--- src/rtl/vexd_pkg.sv ---
package vexd_pkg;
  localparam int BYTE_W = 8;
  localparam int MAP_W  = 5;
  localparam int VREG_W = 4;
  localparam int PP_W   = 2;
  localparam int PFX_N  = 5;

  localparam logic [BYTE_W-1:0] ESC_VEX3 = 8'hC4;
  localparam logic [BYTE_W-1:0] ESC_VEX2 = 8'hC5;
  localparam logic [BYTE_W-1:0] ESC_XOP  = 8'h8F;

  localparam logic [MAP_W-1:0] XOP_MAP_MIN  = MAP_W'(8);
  localparam logic [MAP_W-1:0] VEX_MAP_LAST = MAP_W'(3);
  localparam logic [MAP_W-1:0] VEX2_MAP     = MAP_W'(1);

  typedef enum logic [1:0] {
    FORM_VEX3 = 2'd0,
    FORM_VEX2 = 2'd1,
    FORM_XOP  = 2'd2,
    FORM_POP  = 2'd3
  } form_e;

  typedef struct packed {
    logic              ext_r;
    logic              ext_x;
    logic              ext_b;
    logic [MAP_W-1:0]  map;
    logic              w;
    logic [VREG_W-1:0] vreg;
    logic              vlen;
    logic [PP_W-1:0]   pp;
  } fields_t;
endpackage

--- src/rtl/vexd_ctrl.sv ---
module vexd_ctrl
  import vexd_pkg::*;
(
  input  logic              clk,
  input  logic              rst_n,
  input  logic              in_valid,
  input  logic              in_first,
  input  logic [BYTE_W-1:0] in_byte,
  output logic              in_ready,
  output logic              take_esc,
  output logic              take_b1,
  output logic              done,
  output form_e             form_fin
);
  typedef enum logic [1:0] {ST_IDLE, ST_WAIT1, ST_WAIT2, ST_EMIT} st_e;

  st_e   st_q, st_d;
  form_e form_q, form_d;
  logic  accept, esc_hit, form_en;
  form_e esc_form;

  assign in_ready = (st_q != ST_EMIT);
  assign accept   = in_valid & in_ready;

  always_comb begin
    esc_hit  = 1'b1;
    esc_form = FORM_VEX3;
    case (in_byte)
      ESC_VEX3: esc_form = FORM_VEX3;
      ESC_VEX2: esc_form = FORM_VEX2;
      ESC_XOP:  esc_form = FORM_XOP;
      default:  esc_hit  = 1'b0;
    endcase
  end

  always_comb begin
    st_d     = st_q;
    form_d   = form_q;
    take_esc = 1'b0;
    take_b1  = 1'b0;
    done     = 1'b0;
    case (st_q)
      ST_IDLE: begin
        if (accept && in_first && esc_hit) begin
          take_esc = 1'b1;
          form_d   = esc_form;
          st_d     = ST_WAIT1;
        end
      end
      ST_WAIT1: begin
        if (accept) begin
          take_b1 = 1'b1;
          if (form_q == FORM_VEX2) begin
            done = 1'b1;
            st_d = ST_EMIT;
          end else if (form_q == FORM_XOP && in_byte[MAP_W-1:0] < XOP_MAP_MIN) begin
            form_d = FORM_POP;
            done   = 1'b1;
            st_d   = ST_EMIT;
          end else begin
            st_d = ST_WAIT2;
          end
        end
      end
      ST_WAIT2: begin
        if (accept) begin
          done = 1'b1;
          st_d = ST_EMIT;
        end
      end
      default: st_d = ST_IDLE;
    endcase
  end

  assign form_en  = take_esc | done;
  assign form_fin = form_d;

  always_ff @(posedge clk or negedge rst_n) begin
    if (!rst_n) begin
      st_q   <= ST_IDLE;
      form_q <= FORM_VEX3;
    end else begin
      st_q <= st_d;
      if (form_en) form_q <= form_d;
    end
  end


  ready_release_chk: assert property (@(posedge clk) disable iff (!rst_n)
    !in_ready |=> in_ready);


  idle_ignore_chk: assert property (@(posedge clk) disable iff (!rst_n)
    (st_q == ST_IDLE && in_valid && !in_first) |=> st_q == ST_IDLE);
endmodule

--- src/rtl/vexd_unpack.sv ---
module vexd_unpack
  import vexd_pkg::*;
(
  input  form_e             form,
  input  logic [BYTE_W-1:0] b1,
  input  logic [BYTE_W-1:0] b2,
  output fields_t           fld
);
  always_comb begin
    fld = '0;
    case (form)
      FORM_VEX2: begin
        fld.ext_r = ~b1[7];
        fld.map   = VEX2_MAP;
        fld.vreg  = ~b1[6:3];
        fld.vlen  = b1[2];
        fld.pp    = b1[1:0];
      end
      FORM_VEX3, FORM_XOP: begin
        fld.ext_r = ~b1[7];
        fld.ext_x = ~b1[6];
        fld.ext_b = ~b1[5];
        fld.map   = b1[MAP_W-1:0];
        fld.w     = b2[7];
        fld.vreg  = ~b2[6:3];
        fld.vlen  = b2[2];
        fld.pp    = b2[1:0];
      end
      default: fld = '0;
    endcase
  end
endmodule

--- src/rtl/vexd_legal.sv ---
module vexd_legal
  import vexd_pkg::*;
(
  input  form_e            form,
  input  logic [MAP_W-1:0] map,
  input  logic [PFX_N-1:0] pfx,
  output logic             undef
);
  logic map_bad;

  always_comb begin
    map_bad = 1'b0;
    if (form == FORM_VEX3)
      map_bad = (map == '0) || (map > VEX_MAP_LAST);
  end

  assign undef = (form != FORM_POP) && ((|pfx) || map_bad);
endmodule

--- src/rtl/vexd_decoder.sv ---
module vexd_decoder
  import vexd_pkg::*;
(
  input  logic              clk,
  input  logic              rst_n,
  input  logic              in_valid,
  output logic              in_ready,
  input  logic              in_first,
  input  logic [BYTE_W-1:0] in_byte,
  input  logic              pfx_66,
  input  logic              pfx_f2,
  input  logic              pfx_f3,
  input  logic              pfx_lock,
  input  logic              pfx_rex,
  output logic              out_valid,
  output logic              out_undef,
  output logic [1:0]        out_form,
  output logic              out_ext_r,
  output logic              out_ext_x,
  output logic              out_ext_b,
  output logic [MAP_W-1:0]  out_map,
  output logic              out_w,
  output logic [VREG_W-1:0] out_vreg,
  output logic              out_vlen,
  output logic [PP_W-1:0]   out_pp
);
  logic              take_esc, take_b1, done;
  form_e             form_fin;
  logic [PFX_N-1:0]  pfx_q;
  logic [BYTE_W-1:0] b1_q, b1_cur;
  fields_t           fld_d, fld_q;
  logic              undef_d, undef_q, valid_q;
  form_e             form_q;

  vexd_ctrl u_ctrl (
    .clk(clk), .rst_n(rst_n), .in_valid(in_valid), .in_first(in_first),
    .in_byte(in_byte), .in_ready(in_ready), .take_esc(take_esc),
    .take_b1(take_b1), .done(done), .form_fin(form_fin)
  );

  assign b1_cur = take_b1 ? in_byte : b1_q;

  vexd_unpack u_unpack (
    .form(form_fin), .b1(b1_cur), .b2(in_byte), .fld(fld_d)
  );

  vexd_legal u_legal (
    .form(form_fin), .map(fld_d.map), .pfx(pfx_q), .undef(undef_d)
  );

  always_ff @(posedge clk or negedge rst_n) begin
    if (!rst_n) begin
      pfx_q   <= '0;
      b1_q    <= '0;
      fld_q   <= '0;
      undef_q <= 1'b0;
      form_q  <= FORM_VEX3;
      valid_q <= 1'b0;
    end else begin
      valid_q <= done;
      if (take_esc) pfx_q <= {pfx_66, pfx_f2, pfx_f3, pfx_lock, pfx_rex};
      if (take_b1)  b1_q  <= in_byte;
      if (done) begin
        fld_q   <= fld_d;
        undef_q <= undef_d;
        form_q  <= form_fin;
      end
    end
  end

  assign out_valid = valid_q;
  assign out_undef = undef_q;
  assign out_form  = form_q;
  assign out_ext_r = fld_q.ext_r;
  assign out_ext_x = fld_q.ext_x;
  assign out_ext_b = fld_q.ext_b;
  assign out_map   = fld_q.map;
  assign out_w     = fld_q.w;
  assign out_vreg  = fld_q.vreg;
  assign out_vlen  = fld_q.vlen;
  assign out_pp    = fld_q.pp;


  strobe_pulse_chk: assert property (@(posedge clk) disable iff (!rst_n)
    out_valid |=> !out_valid);


  pop_clean_chk: assert property (@(posedge clk) disable iff (!rst_n)
    (out_valid && out_form == 2'd3) |-> (!out_undef && out_map == '0 && out_vreg == '0));


  short_defaults_chk: assert property (@(posedge clk) disable iff (!rst_n)
    (out_valid && out_form == 2'd1) |-> (out_map == VEX2_MAP && !out_ext_x && !out_ext_b && !out_w));


  xop_map_chk: assert property (@(posedge clk) disable iff (!rst_n)
    (out_valid && out_form == 2'd2) |-> out_map >= XOP_MAP_MIN);


  pfx_undef_chk: assert property (@(posedge clk) disable iff (!rst_n)
    (done && form_fin != FORM_POP && (|pfx_q)) |=> out_undef);
endmodule

--- config.mk ---
export PLATFORM = sky130hd
export DESIGN_NAME = vexd_decoder
export DESIGN_NICKNAME = d
export VERILOG_FILES = /design/src/rtl/vexd_pkg.sv /design/src/rtl/vexd_ctrl.sv /design/src/rtl/vexd_unpack.sv /design/src/rtl/vexd_legal.sv /design/src/rtl/vexd_decoder.sv
export SDC_FILE = /design/constraint.sdc
export NUM_CORES = 1
export LEC_CHECK = 0
export BUFFER_PORTS_ARGS = -buffer_cell sky130_fd_sc_hd__buf_2
export CORE_MARGIN = 2
export CORE_UTILIZATION = 45
export CTS_BUF_LIST = sky130_fd_sc_hd__clkbuf_4
export DETAILED_ROUTE_END_ITERATION = 8
export PLACE_DENSITY = 0.77
export SYNTH_ARGS = -nofsm -noshare
export SYNTH_HDL_FRONTEND = slang
export SYNTH_SLANG_ARGS = --single-unit
--- constraint.sdc ---
create_clock -name clk -period 2.6 [get_ports clk]
set_clock_uncertainty 0.15 [all_clocks]
set_input_delay 0.65 -clock clk [delete_from_list [all_inputs] [get_ports clk]]
set_output_delay 0.65 -clock clk [all_outputs]
set_load 0.01 [all_outputs]
* Word level (Yosys, flattened, before mapping)
Index checks and enable logic that the tools add are counted.
** Operators by class
- Mux-type cells :: 28
- Bitwise operators :: 7
- Magnitude comparators :: 2
- Eq/ne operators :: 14
- Reductions and logical operators :: 14
** Operator list (count)
- $eq A8 B8 Y1 const B :: 3
- $mux W2 :: 9
- $pmux W7 S2 :: 1
- $mux W1 :: 12
- $pmux W5 S2 :: 1
- $mux W8 :: 1
- $not A4 Y4 :: 2
- $pmux W2 S2 :: 2
- $eq A2 B1 Y1 const B :: 3
- $eq A2 B2 Y1 const B :: 3
- $ne A2 B1 Y1 const B :: 3
- $pmux W2 S3 :: 1
- $reduce_or A3 Y1 :: 2
- $gt A5 B2 Y1 const B :: 1
- $logic_not A5 Y1 :: 1
- $lt A5 B4 Y1 const B :: 1
- $reduce_or A5 Y1 :: 1
- $logic_and A1 B1 Y1 :: 4
- $logic_not A2 Y1 :: 2
- $ne A2 B2 Y1 const B :: 2
- $not A1 Y1 :: 3
- $reduce_and A3 Y1 :: 1
- $logic_or A1 B1 Y1 :: 2
- $pmux W1 S2 :: 1
- other kinds (3) :: 3
** Word-level totals
- Word-level logic and storage cells :: 80
- Input bits :: 17
- Register bits after elaboration :: 37

* Longest topological paths before layout
- Depth after elaboration :: 14
- Mapped depth :: 9

* Hierarchy
From an unflattened synthesis, not the netlist that was laid out.
** Second synthesis, totals
- Cells, all modules :: 146
- Area, all modules :: 1940.6 sq um
** Modules (own cells, without submodules)
- vexd_decoder :: area an instance 1260.0 sq um, times used 1, cells an instance 68
- vexd_ctrl :: area an instance 456.7 sq um, times used 1, cells an instance 48
- vexd_unpack :: area an instance 190.2 sq um, times used 1, cells an instance 25
- vexd_legal :: area an instance 33.8 sq um, times used 1, cells an instance 5

* Worst setup path after synthesis
OpenSTA, ideal clock, no wires.
- Path type :: input -> register
- From :: input port in_byte[5]
- To :: register u_ctrl.form_q[0]
- Data required time :: 2325 ps
- Cell stages on the path :: 6
- Buffers on the path :: 2
- Setup slack :: 516 ps
- Library setup time :: 125 ps
- Arrival :: 1810 ps
- Path through :: and4bb_4 o2111ai_1 a21o_1 buf_6 buf_6 mux2_2
** On the way
- Cells in the longest elaborated chain, start to end :: 7
- Elaborated cells on any way between the ends :: 12
- Those cells by class :: eq/ne: 3; mux: 6; bitwise: 1; reduce/logical: 2
** RTL lines
- from (decl) :: line vexd_decoder.sv:9 : input logic [BYTE_W-1:0] in_byte,
- $eq A8 B8 Y1 :: line vexd_ctrl.sv:28 : case (in_byte)
- $reduce_or A3 Y1 (no line)
- $mux W1 :: line vexd_ctrl.sv:28
- $logic_and A1 B1 Y1 :: line vexd_ctrl.sv:44 : if (accept && in_first && esc_hit) begin
- $mux W1 :: line vexd_ctrl.sv:44
- $mux W1 :: line vexd_ctrl.sv:42 : case (st_q)
- $or A1 B1 Y1 :: line vexd_ctrl.sv:75 : assign form_en = take_esc | done;
- to (signal assigned) :: line vexd_ctrl.sv:84 : if (form_en) form_q <= form_d;
- to (decl) :: line vexd_ctrl.sv:18 : form_e form_q, form_d;
Several ways; a longest one is shown, not always the timed one.
A chain may end at the register's enable or synchronous reset.

* Worst setup path after layout
- From :: register u_ctrl.st_q[1]
- To :: register fld_q (netlist bit out_map[0])
** On the way
- Cells in the longest elaborated chain, start to end :: 9
- Elaborated cells on any way between the ends :: 20
- Those cells by class :: eq/ne: 5; mux: 9; bitwise: 1; reduce/logical: 5
** RTL lines
- from (decl) :: line vexd_ctrl.sv:17 : st_e st_q, st_d;
- from (signal assigned) :: line vexd_ctrl.sv:83 : st_q <= st_d;
- $ne A2 B2 Y1 :: line vexd_ctrl.sv:22 : assign in_ready = (st_q != ST_EMIT);
- $and A1 B1 Y1 :: line vexd_ctrl.sv:23 : assign accept = in_valid & in_ready;
- $logic_and A1 B1 Y1 (2 in series) :: line vexd_ctrl.sv:44
- $mux W2 :: line vexd_ctrl.sv:44
- $pmux W2 S2 :: line vexd_ctrl.sv:42
- $eq A2 B2 Y1 / $logic_not A2 Y1 (equally long branches) :: line vexd_unpack.sv:11 : case (form)
- $reduce_or A2 Y1 :: line vexd_unpack.sv:11
- $pmux W5 S2 :: line vexd_unpack.sv:11
- to (signal assigned) :: line vexd_decoder.sv:64 : fld_q <= fld_d;
- to (decl) :: line vexd_decoder.sv:31 : fields_t fld_d, fld_q;
Several ways; a longest one is shown, not always the timed one.

==> metrics.txt <==
# TYPE chip_impl_metric gauge
chip_impl_info{name="end_kind",value="register"} 1
chip_impl_metric{name="dieWidth",unit="um"} 66.8
chip_impl_metric{name="internal_power",unit="W"} 0.00122
chip_impl_metric{name="cts_inserted_buffers",unit=""} 5
chip_impl_metric{name="route.detailed.wl_per_inst",unit="um"} 15.4
chip_impl_metric{name="critPathMaxFanout",unit=""} 19
chip_impl_metric{name="clockBufferDepth",unit=""} 2
chip_impl_metric{name="holdBufCountCts",unit=""} 0
chip_impl_info{name="clock_tree.root_cell",value="clkbuf_4"} 1
chip_impl_metric{name="power.share.sequential",unit=""} 0.451
chip_impl_metric{name="number_of_setup_violations_in_the_final_report",unit=""} 0
chip_impl_metric{name="diodes",unit=""} 0
chip_impl_metric{name="syn-num-nets",unit=""} 186
chip_impl_metric{name="post_syn_area",unit="um^2"} 1770
chip_impl_metric{name="floorplan.io_pins",unit=""} 38
chip_impl_info{name="yosys.area.top_type",value="dfrtp_1"} 1
chip_impl_metric{name="htree_num_levels",unit=""} 2
chip_impl_info{name="worstReg2RegStart",value="u_ctrl.st_q[1]$_DFFE_PN0P_"} 1
chip_impl_metric{name="final_net_count",unit=""} 229
chip_impl_metric{name="timing_max_transition_violations_final",unit=""} 0
chip_impl_metric{name="timing.critical_path.required",unit="ps"} 2690
chip_impl_metric{name="cts_resized",unit=""} 0
chip_impl_metric{name="max_slew.worst_pin.slew",unit="ps"} 819
chip_impl_metric{name="route.vias.total",unit=""} 1381
chip_impl_metric{name="tritoncts_num_sinks",unit=""} 37
chip_impl_metric{name="finalHoldViolCount",unit=""} 0
chip_impl_info{name="worst_hold_path_type",value="primary input to async pin"} 1
chip_impl_metric{name="vdd_drop_max",unit="uV"} 527
chip_impl_metric{name="worst-r2r-cell-count",unit=""} 7
chip_impl_metric{name="antenna_found_initial",unit=""} 0
chip_impl_metric{name="numPortBuffers",unit=""} 37
chip_impl_metric{name="net_switching_power",unit="W"} 0.000752
chip_impl_metric{name="die_area",unit="um^2"} 4460
chip_impl_metric{name="pin_count_of_the_biggest_net_entering_global_routing",unit=""} 38
chip_impl_metric{name="area_share_of_the_largest_cell_type_after_synthesis",unit=""} 0.522
chip_impl_metric{name="fmax",unit="MHz"} 430
chip_impl_info{name="synth-main-ff-cell",value="dfrtp_1"} 1
chip_impl_info{name="grt_setup_unrepaired",value="false"} 1
chip_impl_metric{name="initial_cell_density_of_the_core",unit=""} 0.477
chip_impl_info{name="synth.cells.most_frequent",value="37 x dfrtp_1, 22 x nand2_1, 11 x nor2_1"} 1
chip_impl_metric{name="clock_power_share",unit=""} 0.152
chip_impl_metric{name="worst-r2r-setup-slack",unit="ps"} 280
chip_impl_metric{name="placement_rows",unit=""} 22
chip_impl_metric{name="finalCriticalPeriod",unit="ps"} 2320
chip_impl_metric{name="swShare",unit=""} 0.382
chip_impl_metric{name="setup_buffers_after_cts",unit=""} 0
chip_impl_metric{name="critical_path_arrival",unit="ps"} 2410
chip_impl_metric{name="drtAntennaViolNets",unit=""} 0
chip_impl_metric{name="drc",unit=""} 0
chip_impl_metric{name="first_global_vias",unit=""} 1353
chip_impl_metric{name="min_period_over_period",unit=""} 0.893
chip_impl_metric{name="async_flop_share",unit=""} 1.00
chip_impl_metric{name="worstSkewPairLatency",unit="ps"} 350
chip_impl_info{name="outcome",value="finished, final reports clean"} 1
chip_impl_info{name="netlist_top_cells_area",value="dfrtp_1 52%, mux2_2 6.4%, nand2_1 4.7%"} 1
chip_impl_info{name="reg2reg_to",value="out_map[0]$_DFFE_PN0P_"} 1
chip_impl_info{name="tritoncts",value="done"} 1
chip_impl_metric{name="yosys_warnings",unit=""} 0
chip_impl_metric{name="share_comb_of_total_power",unit=""} 0.396
chip_impl_info{name="critical_path_source",value="u_ctrl.st_q[1]$_DFFE_PN0P_"} 1
chip_impl_metric{name="drt_pre_antenna_iters",unit=""} 4
chip_impl_metric{name="synthesis.instances",unit=""} 165
chip_impl_metric{name="die_h",unit="um"} 66.8
chip_impl_metric{name="fp.coreArea",unit="um^2"} 3720
chip_impl_metric{name="fin_total_pwr",unit="W"} 0.00197
chip_impl_metric{name="flow.area_growth_from_synthesis",unit="%"} 16.9
chip_impl_metric{name="total_track_usage",unit=""} 0.203
chip_impl_metric{name="drv.max_cap_violation_count",unit=""} 0
chip_impl_metric{name="global_route.overflow_total",unit=""} 0
chip_impl_metric{name="drive_above_1_share",unit=""} 0.321
chip_impl_metric{name="synth_cell_types",unit=""} 37
chip_impl_metric{name="dr.first_iter.drc_count",unit=""} 117
chip_impl_metric{name="post_synth.cell_area_avg",unit="um^2"} 10.7
chip_impl_metric{name="static-leakage-power",unit="nW"} 1.05
chip_impl_metric{name="synth_seq_area_share",unit=""} 0.522
chip_impl_metric{name="placer_s_final_routability_congestion_estimate",unit=""} 0.922
chip_impl_metric{name="final.setup.tns",unit="ps"} 0
chip_impl_metric{name="clkTransAtPathRegs",unit="ps"} 120
chip_impl_metric{name="drt-vias-per-instance",unit=""} 5.37
chip_impl_metric{name="slew-limit-headroom",unit=""} 0.454
chip_impl_metric{name="synth.ff_latch_count",unit=""} 37
chip_impl_info{name="yosysMostFrequentCell",value="dfrtp_1"} 1
chip_impl_info{name="worstSetupPathType",value="register to register"} 1
chip_impl_metric{name="cellPowerDensity",unit="nW/um^2"} 949
chip_impl_metric{name="postRouteWirelength",unit="um"} 3960
chip_impl_info{name="cp-start-kind",value="register"} 1
chip_impl_metric{name="grt_first_pass_wirelength",unit="um"} 6600
chip_impl_metric{name="dp.final_hpwl",unit="um"} 2800
chip_impl_metric{name="number_of_enable_type_register_cells_in_the_synthesized_netlist",unit=""} 0
-- routing by layer --
metal,global-route usage,wire length (um),share of wire,vias up
met5,0,0,0,-
met4,0.0638,48,0.012,0
met3,0.0574,170,0.043,5
met2,0.343,1980,0.50,32
met1,0.250,1760,0.44,664
li1,-,-,-,680
-- worst max-delay path: stages (launching register included) --
cell and delay [ps]:
dfrtp_1 420, inv_1 110, ha_1 230, and4b_1 270, and4_1 230, a21o_1 480, mux2i_1 240, o21ai_0 90
-- area by class of cell --
class	instances	area [um^2]
Sequential cell	37	926
Fill cell	340	1640
Clock buffer	5	37.5
Inverter	9	33.8
Timing Repair Buffer	44	238
Multi-Input combinational cell	111	761
Tap cell	48	60.1
Clock inverter	3	17.5
-- registers in the layout, indices dropped and copies added, names as in the netlist --
name / flops
out_vreg: 4
pfx_q: 5
out_ext_r: 1
out_ext_x: 1
u_ctrl.st_q: 2
out_valid: 1
out_undef: 1
out_w: 1
out_vlen: 1
out_form: 2
out_map: 5
u_ctrl.form_q: 2
out_ext_b: 1
out_pp: 2
b1_q: 8
-- cells by family after synthesis --
group                    share of synthesized area
adder cells (fa/ha/maj)                     0.0282
AND/OR/NAND/NOR                              0.173
multiplexers                                0.0917
AO/OA/AOI/OAI                                0.136
flip-flops                                   0.522
buffers and inverters                       0.0487
-- stage by stage --
stage          worst slack [ps]  hold WS [ps]  instances   util  cell area (um^2)
5_1_grt                    81.8           271        257  0.558              2070
2_1_floorplan               516           204        165      -              1770
3_5_place_dp                147           315        249  0.543              2020
3_3_place_gp                180           297        249  0.543              2020
4_1_cts                     278           248        257  0.558              2070
6_report                    277           227        257  0.558              2070
-- placed cells by master (no fill, tap or decap), types with 2 or more instances in the layout --
master	count
o21ai_0	8
nor2b_1	3
nand2_1	22
dfrtp_1	37
buf_4	7
a31oi_1	4
mux2_2	10
mux2i_1	5
buf_2	37
o211ai_1	3
nor2_1	11
clkinv_2	2
inv_1	9
clkbuf_4	5
a21oi_1	4
nand4_1	5
o311ai_0	4
nand3_1	4
o31ai_1	5
ha_1	4
-- worst max-delay path by stage --
stage                     slack (ps)                            to
after detailed placement         150        out_map[0]$_DFFE_PN0P_
after floorplan                  520  u_ctrl.form_q[0]$_DFFE_PN0P_
after global routing              80        out_map[0]$_DFFE_PN0P_
final                            280        out_map[0]$_DFFE_PN0P_
after CTS                        280        out_map[0]$_DFFE_PN0P_
after global placement           180        out_map[0]$_DFFE_PN0P_
-- power by group through the flow --
stage          clock [W]  sequential [W]  combinational [W]
2_1_floorplan          0        0.000938           0.000455
3_3_place_gp           0        0.000893           0.000768
3_5_place_dp           0        0.000902           0.000789
4_1_cts         0.000311        0.000890           0.000790
5_1_grt         0.000335        0.000916           0.000890
6_report        0.000300        0.000887           0.000780
Power figures use the tool's default switching activity.
